--- src/rtl/vpw_tx_pkg.sv ---
package vpw_tx_pkg;

  localparam logic [7:0] CRC_POLY = 8'h1D;
  localparam logic [7:0] CRC_SEED = 8'hFF;

  typedef enum logic [2:0] {
    ST_IDLE, ST_SOF, ST_BIT, ST_WAIT, ST_EOD, ST_NB, ST_EOF
  } tx_state_t;

  // One serial CRC step, data bit entering at the top
  function automatic logic [7:0] crc8_step(input logic [7:0] c, input logic b);
    logic fb;
    fb = c[7] ^ b;
    return {c[6:0], 1'b0} ^ (fb ? CRC_POLY : 8'h00);
  endfunction

endpackage

--- src/rtl/vpw_sym_timer.sv ---
module vpw_sym_timer #(
  parameter int CW = 9
) (
  input  logic          clk,
  input  logic          rst_n,
  input  logic          tick,
  input  logic          start,
  input  logic [CW-1:0] len_in,
  output logic          expire
);
  logic [CW-1:0] cnt, len;
  logic          run;

  assign expire = run && tick && (cnt == len - CW'(1));

  always_ff @(posedge clk or negedge rst_n) begin
    if (!rst_n) begin
      cnt <= '0;
      len <= '0;
      run <= 1'b0;
    end else if (start) begin
      cnt <= '0;
      len <= len_in;
      run <= 1'b1;
    end else if (expire) begin
      run <= 1'b0;
    end else if (run && tick) begin
      cnt <= cnt + CW'(1);
    end
  end

  AST_TMR_BOUND: assert property (@(posedge clk) disable iff (!rst_n)
    run |-> (cnt < len));

endmodule

--- src/rtl/vpw_crc8.sv ---
module vpw_crc8
  import vpw_tx_pkg::*;
(
  input  logic       clk,
  input  logic       rst_n,
  input  logic       init,
  input  logic       shift,
  input  logic       bit_in,
  output logic [7:0] crc,
  output logic [7:0] crc_nx
);
  assign crc_nx = crc8_step(crc, bit_in);

  always_ff @(posedge clk or negedge rst_n) begin
    if (!rst_n)     crc <= CRC_SEED;
    else if (init)  crc <= CRC_SEED;
    else if (shift) crc <= crc_nx;
  end
endmodule

--- src/rtl/vpw_tx.sv ---
module vpw_tx
  import vpw_tx_pkg::*;
#(
  parameter int T_SHORT = 64,
  parameter int T_LONG  = 128,
  parameter int T_SOF   = 200,
  parameter int T_EOD   = 200,
  parameter int T_EOF   = 280
) (
  input  logic       clk,
  input  logic       rst_n,
  input  logic       tick,
  input  logic       in_valid,
  output logic       in_ready,
  input  logic [7:0] in_data,
  input  logic       in_last,
  input  logic [1:0] ifr_type,
  input  logic       bus_in,
  output logic       bus_out,
  output logic       lost_arb,
  output logic       done
);
  localparam int TM1  = (T_LONG > T_SOF) ? T_LONG : T_SOF;
  localparam int TM2  = (TM1 > T_EOD) ? TM1 : T_EOD;
  localparam int TMAX = (TM2 > T_EOF) ? TM2 : T_EOF;
  localparam int CW   = $clog2(TMAX + 1);
  localparam logic [CW-1:0] L_SHORT = CW'(T_SHORT);
  localparam logic [CW-1:0] L_LONG  = CW'(T_LONG);
  localparam logic [CW-1:0] L_SOF   = CW'(T_SOF);
  localparam logic [CW-1:0] L_EOD   = CW'(T_EOD);
  localparam logic [CW-1:0] L_EOF   = CW'(T_EOF);

  function automatic logic [CW-1:0] bit_len(input logic b, input logic lvl);
    return (b ^ lvl) ? L_LONG : L_SHORT;
  endfunction

  tx_state_t     st, st_n;
  logic          level, level_n;
  logic [7:0]    sh, sh_n;
  logic [2:0]    bc, bc_n;
  logic          cur_last, cur_last_n;
  logic          crc_phase, crc_phase_n;
  logic          resp, resp_n;
  logic [1:0]    ifr_q, ifr_q_n;
  logic          hold_v, hold_v_n;
  logic [7:0]    hold_d;
  logic          hold_l;
  logic [1:0]    lasts, lasts_n;
  logic          lost_q, lost_n;
  logic          done_q, done_n;
  logic          want_next;

  // named internal events
  logic          sym_end, accept, arb_lose, crc_shift, crc_init, tmr_start;
  logic [CW-1:0] tmr_len;
  logic [7:0]    crc_q, crc_nx;
  logic [1:0]    lasts_need;

  vpw_sym_timer #(.CW(CW)) u_tmr (
    .clk(clk), .rst_n(rst_n), .tick(tick),
    .start(tmr_start), .len_in(tmr_len), .expire(sym_end)
  );

  vpw_crc8 u_crc (
    .clk(clk), .rst_n(rst_n), .init(crc_init), .shift(crc_shift),
    .bit_in(sh[7]), .crc(crc_q), .crc_nx(crc_nx)
  );

  assign lasts_need = (ifr_q != 2'd0) ? 2'd2 : 2'd1;
  assign in_ready   = (st == ST_IDLE) || (!hold_v && (lasts < lasts_need));
  assign accept     = in_valid && in_ready;
  assign arb_lose   = sym_end && (st == ST_BIT) && !level && bus_in;
  assign crc_shift  = sym_end && (st == ST_BIT) && !arb_lose && !crc_phase;
  assign bus_out    = level;
  assign lost_arb   = lost_q;
  assign done       = done_q;

  always_comb begin
    st_n = st; level_n = level; sh_n = sh; bc_n = bc;
    cur_last_n = cur_last; crc_phase_n = crc_phase; resp_n = resp;
    ifr_q_n = ifr_q; hold_v_n = hold_v; lasts_n = lasts;
    lost_n = lost_q; done_n = 1'b0; want_next = 1'b0;
    tmr_start = 1'b0; tmr_len = '0; crc_init = 1'b0;
    case (st)
      ST_IDLE: if (accept) begin
        st_n = ST_SOF; level_n = 1'b1; tmr_start = 1'b1; tmr_len = L_SOF;
        sh_n = in_data; cur_last_n = in_last; ifr_q_n = ifr_type;
        resp_n = 1'b0; crc_phase_n = 1'b0; crc_init = 1'b1; lost_n = 1'b0;
        lasts_n = in_last ? 2'd1 : 2'd0; hold_v_n = 1'b0;
      end
      ST_SOF: if (sym_end) begin
        st_n = ST_BIT; level_n = 1'b0; bc_n = '0;
        tmr_start = 1'b1; tmr_len = bit_len(sh[7], 1'b0);
      end
      ST_BIT: if (sym_end) begin
        if (arb_lose) begin
          st_n = ST_IDLE; level_n = 1'b0; lost_n = 1'b1; hold_v_n = 1'b0;
        end else begin
          level_n = ~level;
          if (bc != 3'd7) begin
            sh_n = {sh[6:0], 1'b0}; bc_n = bc + 3'd1;
            tmr_start = 1'b1; tmr_len = bit_len(sh[6], ~level);
          end else if (crc_phase) begin
            crc_phase_n = 1'b0; st_n = ST_EOD; tmr_start = 1'b1; tmr_len = L_EOD;
          end else if (cur_last && (!resp || ifr_q == 2'd3)) begin
            crc_phase_n = 1'b1; sh_n = ~crc_nx; bc_n = '0;
            tmr_start = 1'b1; tmr_len = bit_len(~crc_nx[7], ~level);
          end else if (cur_last) begin
            st_n = ST_EOD; tmr_start = 1'b1; tmr_len = L_EOD;
          end else begin
            want_next = 1'b1;
          end
        end
      end
      ST_WAIT: want_next = hold_v;
      ST_EOD: if (sym_end) begin
        if (!resp && ifr_q != 2'd0) begin
          st_n = ST_NB; level_n = 1'b1; resp_n = 1'b1; crc_init = 1'b1;
          tmr_start = 1'b1; tmr_len = (ifr_q == 2'd3) ? L_LONG : L_SHORT;
        end else begin
          st_n = ST_EOF; tmr_start = 1'b1; tmr_len = L_EOF;
        end
      end
      ST_NB: if (sym_end) begin
        level_n = 1'b0; want_next = 1'b1;
      end
      ST_EOF: if (sym_end) begin
        st_n = ST_IDLE; done_n = 1'b1;
      end
      default: st_n = ST_IDLE;
    endcase
    if (want_next) begin
      if (hold_v) begin
        st_n = ST_BIT; sh_n = hold_d; cur_last_n = hold_l; hold_v_n = 1'b0;
        bc_n = '0; tmr_start = 1'b1; tmr_len = bit_len(hold_d[7], level_n);
      end else begin
        st_n = ST_WAIT;
      end
    end
    if (accept && st != ST_IDLE) begin
      hold_v_n = 1'b1;
      if (in_last) lasts_n = lasts + 2'd1;
    end
  end

  always_ff @(posedge clk or negedge rst_n) begin
    if (!rst_n) begin
      st <= ST_IDLE; level <= 1'b0; sh <= '0; bc <= '0;
      cur_last <= 1'b0; crc_phase <= 1'b0; resp <= 1'b0; ifr_q <= '0;
      hold_v <= 1'b0; hold_d <= '0; hold_l <= 1'b0; lasts <= '0;
      lost_q <= 1'b0; done_q <= 1'b0;
    end else begin
      st <= st_n; level <= level_n; sh <= sh_n; bc <= bc_n;
      cur_last <= cur_last_n; crc_phase <= crc_phase_n; resp <= resp_n;
      ifr_q <= ifr_q_n; hold_v <= hold_v_n; lasts <= lasts_n;
      lost_q <= lost_n; done_q <= done_n;
      if (accept && st != ST_IDLE) begin
        hold_d <= in_data;
        hold_l <= in_last;
      end
    end
  end

  AST_SOF_DRIVE: assert property (@(posedge clk) disable iff (!rst_n)
    (st == ST_SOF) |-> bus_out);
  AST_BIT_TOGGLE: assert property (@(posedge clk) disable iff (!rst_n)
    (sym_end && st == ST_BIT && !arb_lose) |=> (bus_out != $past(bus_out)));
  AST_GAP_PASSIVE: assert property (@(posedge clk) disable iff (!rst_n)
    (st == ST_EOD || st == ST_EOF) |-> !bus_out);
  AST_DONE_PULSE: assert property (@(posedge clk) disable iff (!rst_n)
    done |=> !done);
  AST_NB_ACTIVE: assert property (@(posedge clk) disable iff (!rst_n)
    (st == ST_NB) |-> bus_out);
  AST_LOSE_RELEASE: assert property (@(posedge clk) disable iff (!rst_n)
    arb_lose |=> (!bus_out && lost_arb && in_ready && !done));
  AST_TICK_HOLD: assert property (@(posedge clk) disable iff (!rst_n)
    (!tick && st != ST_IDLE) |=> $stable(bus_out));

endmodule

--- config.mk ---
export PLATFORM = sky130hd
export DESIGN_NAME = vpw_tx
export DESIGN_NICKNAME = d
export VERILOG_FILES = /design/src/rtl/vpw_tx_pkg.sv /design/src/rtl/vpw_sym_timer.sv /design/src/rtl/vpw_crc8.sv /design/src/rtl/vpw_tx.sv
export SDC_FILE = /design/constraint.sdc
export NUM_CORES = 1
export LEC_CHECK = 0
export BUFFER_PORTS_ARGS = -buffer_cell sky130_fd_sc_hd__buf_2
export CORE_MARGIN = 4
export CORE_UTILIZATION = 35
export CTS_CLUSTER_SIZE = 25
export DETAILED_ROUTE_END_ITERATION = 8
export GPL_TIMING_DRIVEN = 0
export SETUP_SLACK_MARGIN = 0.05
export SLEW_MARGIN = 15
export SYNTH_ARGS = -nofsm -noshare
export SYNTH_HDL_FRONTEND = slang
export SYNTH_SLANG_ARGS = --single-unit
--- constraint.sdc ---
create_clock -name clk -period 3.2 [get_ports clk]
set_clock_uncertainty 0.05 [all_clocks]
set_input_delay 0.32 -clock clk [delete_from_list [all_inputs] [get_ports clk]]
set_output_delay 0.32 -clock clk [all_outputs]
set_load 0.1 [all_outputs]
==> impl_metrics.yaml, run 1 <==
finish:
  layout-drive-gt1-share_pct: 20.0
  finish.net_count: 425
  final_core_util_pct: 41.5
  diodes: 0
  syn_to_final_growth_pct: 14.8
worst_setup_path:
  r2r_slack_ps: 190
  reg2reg_depth: 11
  cp.depth: 11
  cp_common_cell: "ha_1"
  start_kind: "register"
  cp.arrival_ps: 3200
  crit_path_cell_trace: "inv_1, ha_1, ha_1, xnor2_2, nor4_2, buf_4, nand4_4, o41a_1, a32oi_2, mux2i_2, o21bai_1"
  worst_path_max_delay_cell: "o41a_1"
  critPathTopFamily: "compound AO/OA/AOI/OAI gates"
  slowest_delay_ps: 410
  end_kind: "register"
  cp_max_fo: 4
  worstPathRequired_ps: 3400
  path_buf_inv: 2
  path_class: "register to register"
global_route:
  overflow: 0
  grt_usage_pct: 15.6
  met3_usage_pct: 2.37
  grt_pass1_vias: 2770
  grt_antenna_before_repair: 0
  busiest_layer: "met2"
  grt_pass1_wl_mm: 14.2
  gr-usage-met2_pct: 25.7
  use_met1_pct: 21.8
  grt_max_degree: 57
floorplanning:
  num_rows: 35
  pin_count: 20
  coreArea_um2: 9330
  start_util_pct: 36.2
  die_width_um: 106
  dieArea_um2: 11300
  dieHeight_um: 106
run_status:
  violations: "negative hold slack"
  status: "complete, but fails checks"
place:
  port_buffers: 19
  place.gp.congestion: 0.891
  dp_hpwl_mm: 6.19
  place_ws_ps: 15.6
clocking:
  numCtsBuffers: 5
  tritoncts: "yes"
  postCtsHoldBufs: 0
  clock-sinks: 56
  insertion_delay_ps: 310
  cts_root_buf: "clkbuf_8"
  path_clk_slew_ps: 110
  cts_htree_levels: 2
  clockBufferDepth: 2
drt:
  drt-total-wl_mm: 8.64
  vias_per_cell: 5.37
  drc: 0
  drtAntennaViolNets: 0
  avgRoutedWirePerCell_um: 16.2
  dr.pass1.iters: 5
  num_vias: 2863
  drt_first_iter_violations: 166
synthesis:
  syn-num-nets: 389
  yosysSeqAreaShare_pct: 41.8
  synth_edf_count: 0
  ys.flop_type: "dfrtp_1"
  synth_xor_area_share_pct: 5.60
  yosys-top-cells-count: "53 x nand2_1, 48 x dfrtp_1, 36 x nor2_1, 19 x a21oi_1"
  yosys.area.top_type: "dfrtp_1"
  synth_most_common_cell: "nand2_1"
  synth-compound-area-share_pct: 19.3
  yosysWarnings: 0
  syn_area_um2: 3370
  synthMuxAreaShare_pct: 4.49
  netlist.area_leader.share_pct: 35.6
  synth-simple-area-share_pct: 23.5
  synth_top_family_by_area: "simple AND/OR/NAND/NOR gates"
  synth-adder-area-share_pct: 2.22
  synthTopCellsByArea: "dfrtp_1 36%, dfstp_2 6.2%, nand2_1 5.9%"
  async_flop_share_pct: 100
  synth.distinct_cells: 63
  ys_seq_elements: 56
  synth_cells: 367
  avgSynthCellArea_um2: 9.19
power:
  vdd_drop_max_v: 0.000235
  p_per_area_nw_per_um2: 436
  p_leak_nw: 1.66
worst_hold_path:
  hold_path.class: "input port to async pin"
sta:
  setup_viol: 0
  layout_min_cycle_time_ps: 3010
  hold_violations: 2
  relSlewSlack_pct: 31.8
  min_period_over_period_pct: 94.0
  timing.hold.ws_ps: -3.27
  fin_tns_setup_ps: 0
  rsz0062_at_grt: "yes"
  fmax_mhz: 333
  worst_slew_pin_slew_ps: 1020
  fin_ws_ps: 193
  drv_slew: 0
flow_run:
  drv_cap: 0
[state kept, by name (all words and copies together) (netlist names), 2 cells and up]
name,count
bc,3
hold_d,8
ifr_q,2
lasts,2
sh,8
st,3
u_crc.crc,8
u_tmr.cnt,9
u_tmr.len,4
[kinds of logic after synthesis]
group           after synthesis
compound gates               93
xor+xnor                     20
fa+ha+maj                     6
buf+inv                      24
flops                        56
mux                          14
simple gates                154
[layer usage]
layer  wire length [µm]  vias up
li1                   -     1392
met1               3890     1383
met4                 85        0
met2               4220       78
met3                443       10
met5                  0        -
[stage by stage]
step           total power (W)  cell area, µm²  cells
2_1_floorplan          0.00120            3390    367
3_3_place_gp           0.00128            3650    515
3_5_place_dp           0.00130            3650    515
4_1_cts                0.00171            3750    523
5_1_grt                0.00180            3870    533
6_report               0.00169            3870    533
[power by group]
part | internal [W] | switching, W
Combinational | 0.000162 | 0.000180
Clock | 0.000158 | 0.000247
Sequential | 0.000835 | 0.000107
Total | 0.00116 | 0.000534
[worst register-to-register path: stages, from the launching register on]
cell and delay (ps):
dfrtp_2 400, inv_1 50, ha_1 220, ha_1 330
xnor2_2 170, nor4_2 320, buf_4 170, nand4_4 130
o41a_1 410, a32oi_2 270, mux2i_2 290, o21bai_1 140
[worst paths after layout]
check / start / to
min in group clk: ifr_type[0] / ifr_q[0]$_DFFE_PN0P_
hold / removal: rst_n / u_tmr.cnt[6]$_DFFE_PN0P_
setup / recovery: u_tmr.len[3]$_DFFE_PN0P_ / u_tmr.len[6]$_DFFE_PN0P_
max in group asynchronous: rst_n / u_tmr.len[3]$_DFFE_PN0P_
hold reg to reg: u_crc.crc[1]$_DFFE_PN1P_ / u_crc.crc[1]$_DFFE_PN1P_
setup reg to reg: u_tmr.len[3]$_DFFE_PN0P_ / u_tmr.len[6]$_DFFE_PN0P_
[placed cells by master, fill, tap and decap left out, types with 8 or more instances in the layout]
| cell type | instances |
|---|---|
| clkbuf_1 | 11 |
| a31oi_1 | 13 |
| o21ai_0 | 12 |
| nor2_1 | 36 |
| xor2_1 | 14 |
| buf_2 | 19 |
| inv_1 | 10 |
| dfrtp_1 | 47 |
| a22oi_1 | 9 |
| nand3_1 | 13 |
| nand2b_1 | 9 |
| buf_4 | 11 |
| nand2_1 | 53 |
| a21oi_1 | 19 |
| mux2_2 | 9 |
| dfstp_2 | 8 |
[repair_timing]
item / 4_1_cts / 5_1_grt
buffers inserted: 0 / 10
endpoints found under the setup margin: 14 / 17
hold endpoints to repair: 0 / 0
pin swaps: 0 / 3
resized for setup: 1 / 8
[area by class of cell]
type / count / area [µm²]
clock inverter: 3 / 22.5
sequential: 56 / 1410
fill: 929 / 5450
timing repair buffer: 29 / 185
tap: 129 / 161
clock buffer: 5 / 68.8
multi-input combinational: 287 / 1920
inverter: 10 / 37.5
buffer: 14 / 65.1
Note: power is estimated with default switching activity, not from simulation.
==> run 2: changes to the inputs <==
--- a/config.mk
+++ b/config.mk
@@ -11,6 +11,7 @@
 export CTS_CLUSTER_SIZE = 25
 export DETAILED_ROUTE_END_ITERATION = 8
 export GPL_TIMING_DRIVEN = 0
+export PLACE_DENSITY = 0.55
 export SETUP_SLACK_MARGIN = 0.05
 export SLEW_MARGIN = 15
 export SYNTH_ARGS = -nofsm -noshare
==> impl_metrics.yaml, run 2 (synthesis gave the netlist of run 1 again) <==
drt:
  dr.pass1.iters: 4
  drc: 0
  wl_met2_mm: 3.94
  num_vias: 2823
  vias_per_cell: 5.41
  drtAntennaViolNets: 0
  top_layer_used: "met4"
  drt-total-wl_mm: 8.37
  avgRoutedWirePerCell_um: 16.0
  m1WireLength_mm: 3.96
  route.met3.wl_um: 366
  drt_first_iter_violations: 130
sta:
  fmax_mhz: 335
  setup_viol: 0
  layout_min_cycle_time_ps: 2980
  fin_ws_ps: 218
  fin_tns_setup_ps: 0
  rsz0062_at_grt: "yes"
  hold_violations: 7
  relSlewSlack_pct: 34.9
  drv_slew: 0
  timing.hold.ws_ps: -14.9
  min_period_over_period_pct: 93.2
  worst_slew_pin_slew_ps: 973
worst_setup_path:
  path_buf_inv: 2
  worst_path_max_delay_cell: "or4_4"
  crit_path_cell_trace: "inv_1, ha_1, ha_1, xnor2_2, nor4_4, and4_2, and3_1, or4_4, buf_6, a21o_1"
  cp.arrival_ps: 3150
  end_kind: "register"
  reg2reg_from: "u_tmr.len[3]$_DFFE_PN0P_"
  start_kind: "register"
  cp_common_cell: "ha_1"
  cp-startpoint: "u_tmr.len[3]$_DFFE_PN0P_"
  cp_max_fo: 10
  slowest_delay_ps: 550
  path_class: "register to register"
  worstPathRequired_ps: 3370
  critPathTopFamily: "simple AND/OR/NAND/NOR gates"
finish:
  layout-drive-gt1-share_pct: 17.6
  syn_to_final_growth_pct: 13.6
  max_flop_register: "u_tmr.cnt"
  final_common_cell: "nand2_1"
  mostFrequentLayoutCells: "53 x nand2_1, 48 x dfrtp_1, 35 x nor2_1"
  final_core_util_pct: 41.1
  largest_register_ffs: 9
  finish.net_count: 415
  register_area_um2: 1410
  multi_input_area_um2: 1930
  fill_cells: 952
  diodes: 0
power:
  p_leak_nw: 1.64
  power.internal_w: 0.00131
  p_clk_share_pct: 29.7
  p_per_area_nw_per_um2: 479
  vdd_drop_max_v: 0.000245
  combPwrFrac_pct: 19.1
  swShare_pct: 28.8
  power.switching_w: 0.000528
  p_seq_share_pct: 51.2
  total_power_w: 0.00184
clocking:
  cts_htree_levels: 2
  clock-sinks: 56
  cts_root_buf: "clkbuf_8"
  post_cts_buffers: 0
  path_clk_slew_ps: 110
  insertion_delay_ps: 310
  numCtsBuffers: 5
  clockBufferDepth: 2
  tritoncts: "yes"
floorplanning:
  coreArea_um2: 9330
  dieHeight_um: 106
  die_width_um: 106
  num_rows: 35
  dieArea_um2: 11300
  start_util_pct: 36.2
  pin_count: 20
global_route:
  grt_pass1_wl_mm: 14.1
  grt_pass1_vias: 2792
  grt_max_degree: 57
  grt_antenna_before_repair: 0
  grt_usage_pct: 15.3
  overflow: 0
run_status:
  violations: "negative hold slack"
  status: "complete, but fails checks"
worst_hold_path:
  hold_path.class: "input port to async pin"
place:
  place_ws_ps: -86.6
  dp_hpwl_mm: 6.13
  port_buffers: 19
  place.gp.congestion: 0.880
flow_run:
  drv_cap: 0
[run 2: path summary, 6_finish.rpt]
path | slack (ps) | end | depth (start not counted)
min reg2reg | 450 | u_crc.crc[1]$_DFFE_PN1P_ | 2
max | 220 | u_tmr.run$_DFFE_PN0P_ | 10
max in group asynchronous | 2620 | hold_d[0]$_DFFE_PN0P_ | 1
min | -10 | u_tmr.cnt[7]$_DFFE_PN0P_ | 1
min in group clk | 150 | ifr_q[0]$_DFFE_PN0P_ | 3
max reg2reg | 220 | u_tmr.run$_DFFE_PN0P_ | 10
[run 2: area by class of cell]
| class | instances | share of cell area, % |
|---|---|---|
| multi-input cells | 287 | 50.4 |
| flip-flops and latches | 56 | 36.8 |
| well taps | 129 | 4.21 |
| repair buffers | 19 | 2.54 |
| clock buffers | 5 | 1.79 |
| plain buffers | 14 | 1.73 |
| clock inverters | 2 | 1.57 |
| inverters | 10 | 0.979 |
[run 2: worst reg2reg max path, stage by stage (launching register included)]
cell     delay (ps)
dfrtp_1         460
inv_1            70
ha_1            230
ha_1            330
xnor2_2         270
nor4_4           80
and4_2          300
and3_1          220
or4_4           550
buf_6           170
a21o_1          150
[run 2: per-layer routing]
| layer | up-vias | global-route usage, % |
|---|---|---|
| met2 | 62 | 25.6 |
| met4 | 0 | 3.05 |
| li1 | 1366 | - |
| met1 | 1383 | 21.2 |
| met3 | 12 | 2.13 |
| met5 | - | 0 |
[run 2: what timing repair did]
action / CTS / global route
endpoints found under the setup margin: 21 / 22
hold buffers: 0 / 0
endpoints found under the hold margin: 0 / 0
gates resized for setup: 1 / 10
[run 2: per-stage QoR]
step | instance area [µm²] | std cells
final | 3830 | 522
after global routing | 3830 | 522
after CTS | 3790 | 522
after detailed placement | 3650 | 515
after global placement | 3650 | 515
after floorplan | 3390 | 367
[run 2: power by group through the flow]
stage / clock network, W / registers [W] / logic (W)
2_1_floorplan: 0 / 0.000927 / 0.000269
3_3_place_gp: 0 / 0.000951 / 0.000329
3_5_place_dp: 0 / 0.000955 / 0.000340
4_1_cts: 0.000564 / 0.000941 / 0.000344
5_1_grt: 0.000577 / 0.000961 / 0.000397
6_report: 0.000545 / 0.000940 / 0.000350
==> run 3: changes to the inputs <==
--- a/config.mk
+++ b/config.mk
@@ -8,6 +8,7 @@
 export BUFFER_PORTS_ARGS = -buffer_cell sky130_fd_sc_hd__buf_2
 export CORE_MARGIN = 4
 export CORE_UTILIZATION = 35
+export CTS_BUF_LIST = sky130_fd_sc_hd__clkbuf_16
 export CTS_CLUSTER_SIZE = 25
 export DETAILED_ROUTE_END_ITERATION = 8
 export GPL_TIMING_DRIVEN = 0
==> impl_metrics.yaml, run 3 (synthesis gave the netlist of run 1 again) <==
power:
  vdd_drop_max_v: 0.000278
  swShare_pct: 27.1
  p_per_area_nw_per_um2: 511
  total_power_w: 0.00197
  p_clk_share_pct: 35.2
  power.internal_w: 0.00144
  power.switching_w: 0.000534
  p_seq_share_pct: 47.6
  p_leak_nw: 1.65
  combPwrFrac_pct: 17.2
finish:
  register_area_um2: 1410
  layout-drive-gt1-share_pct: 16.8
  max_flop_register: "u_tmr.cnt"
  multi_input_area_um2: 1910
  finish.net_count: 415
  syn_to_final_growth_pct: 14.5
  final_common_cell: "nand2_1"
  fin_area_um2: 3860
  largest_register_ffs: 9
  fill_cells: 941
  final_cells: 522
  diodes: 0
  mostFrequentLayoutCells: "53 x nand2_1, 48 x dfrtp_1, 36 x nor2_1"
place:
  place.gp.congestion: 0.880
  dp_hpwl_mm: 6.13
  place_area_um2: 3650
  port_buffers: 19
  dp_cells: 515
flow_run:
  drv_cap: 0
clocking:
  tritoncts: "yes"
  post_cts_buffers: 0
  cts_root_buf: "clkbuf_16"
  cts_htree_levels: 2
  clockBufferDepth: 2
  path_clk_slew_ps: 80
  numCtsBuffers: 5
  insertion_delay_ps: 290
  clock-sinks: 56
worst_setup_path:
  worstPathRequired_ps: 3340
  worst_path_max_delay_cell: "dfrtp_1"
  start_kind: "register"
  path_class: "register to register"
  cp.arrival_ps: 3170
  crit_path_cell_trace: "inv_1, ha_1, ha_1, xnor2_1, nor4_2, and4_1, buf_4, nand3_4, or2_0, clkbuf_1, nand2_1, o211ai_1"
  cp_max_fo: 10
  critPathTopFamily: "simple AND/OR/NAND/NOR gates"
  end_kind: "register"
  cp_common_cell: "ha_1"
  path_buf_inv: 3
  slowest_delay_ps: 460
  cp.depth: 12
  reg2reg_depth: 12
drt:
  drtAntennaViolNets: 0
  vias_per_cell: 5.34
  avgRoutedWirePerCell_um: 16.1
  drt_first_iter_violations: 147
  dr.pass1.iters: 4
  num_vias: 2785
  drt-total-wl_mm: 8.40
  drc: 0
run_status:
  status: "complete, no violations"
sta:
  relSlewSlack_pct: 33.9
  drv_slew: 0
  layout_min_cycle_time_ps: 3030
  worst_slew_pin_slew_ps: 984
  hold_violations: 0
  fin_tns_setup_ps: 0
  min_period_over_period_pct: 94.6
  rsz0062_at_grt: "yes"
  fmax_mhz: 330
  setup_viol: 0
  timing.hold.ws_ps: 18.2
global_route:
  grt_usage_pct: 15.4
  grt_pass1_wl_mm: 14.1
  overflow: 0
  grt_max_degree: 57
  grt_pass1_vias: 2789
  grt_antenna_before_repair: 0
floorplanning:
  dieHeight_um: 106
  num_rows: 35
  coreArea_um2: 9330
  die_width_um: 106
  start_util_pct: 36.2
  dieArea_um2: 11300
  pin_count: 20
worst_hold_path:
  hold_path.class: "input port to async pin"
[run 3: cell counts in the layout (fill, tap and decap cells not counted)]
Identical to the previous run, type by type.
[run 3: what timing repair did]
action                     4_1_cts  5_1_grt
setup endpoints to repair       21       21
resized for setup                1        5
hold buffers                     0        0
[run 3: area by class of cell]
class                           instances  area share [%]
Buffer                                 14            1.72
Clock inverter                          2            1.55
Timing Repair Buffer                   19            2.53
Multi-Input combinational cell        287            49.3
Sequential cell                        56            36.5
Inverter                               10           0.971
Clock buffer                            5            3.24
Tap cell                              129            4.18
[run 3: path summary, 6_finish.rpt]
check / from / to / slack, ps
max in group asynchronous: rst_n / lost_arb$_DFFE_PN0P_ / 2590
hold / removal: rst_n / u_tmr.cnt[7]$_DFFE_PN0P_ / 20
hold reg to reg: u_crc.crc[1]$_DFFE_PN1P_ / u_crc.crc[1]$_DFFE_PN1P_ / 440
min in group clk: ifr_type[0] / ifr_q[0]$_DFFE_PN0P_ / 180
setup reg to reg: u_tmr.len[3]$_DFFE_PN0P_ / u_crc.crc[0]$_DFFE_PN1P_ / 170
setup / recovery: u_tmr.len[3]$_DFFE_PN0P_ / u_crc.crc[0]$_DFFE_PN1P_ / 170
[run 3: power by group through the flow]
stage / clock network [W] / registers (W) / logic (W)
global placement: 0 / 0.000951 / 0.000329
finish: 0.000695 / 0.000940 / 0.000339
floorplan: 0 / 0.000927 / 0.000269
global route: 0.000732 / 0.000961 / 0.000385
CTS: 0.000713 / 0.000941 / 0.000344
detailed placement: 0 / 0.000955 / 0.000340
[run 3: stage by stage]
| step | setup slack [ps] | utilization, % |
|---|---|---|
| after global placement | -46.6 | 39.1 |
| after floorplan | 496 | - |
| after global routing | -15.1 | 41.4 |
| final | 173 | 41.4 |
| after detailed placement | -86.6 | 39.2 |
| after CTS | 99.6 | 41.2 |
[run 3: per-layer routing]
layer | global-route usage [%] | vias to the layer above | wire [µm]
met5 | 0 | - | 0
met4 | 3.05 | 0 | 64
met3 | 2.31 | 7 | 272
met2 | 25.6 | 41 | 4010
met1 | 21.2 | 1374 | 4050
li1 | - | 1363 | -
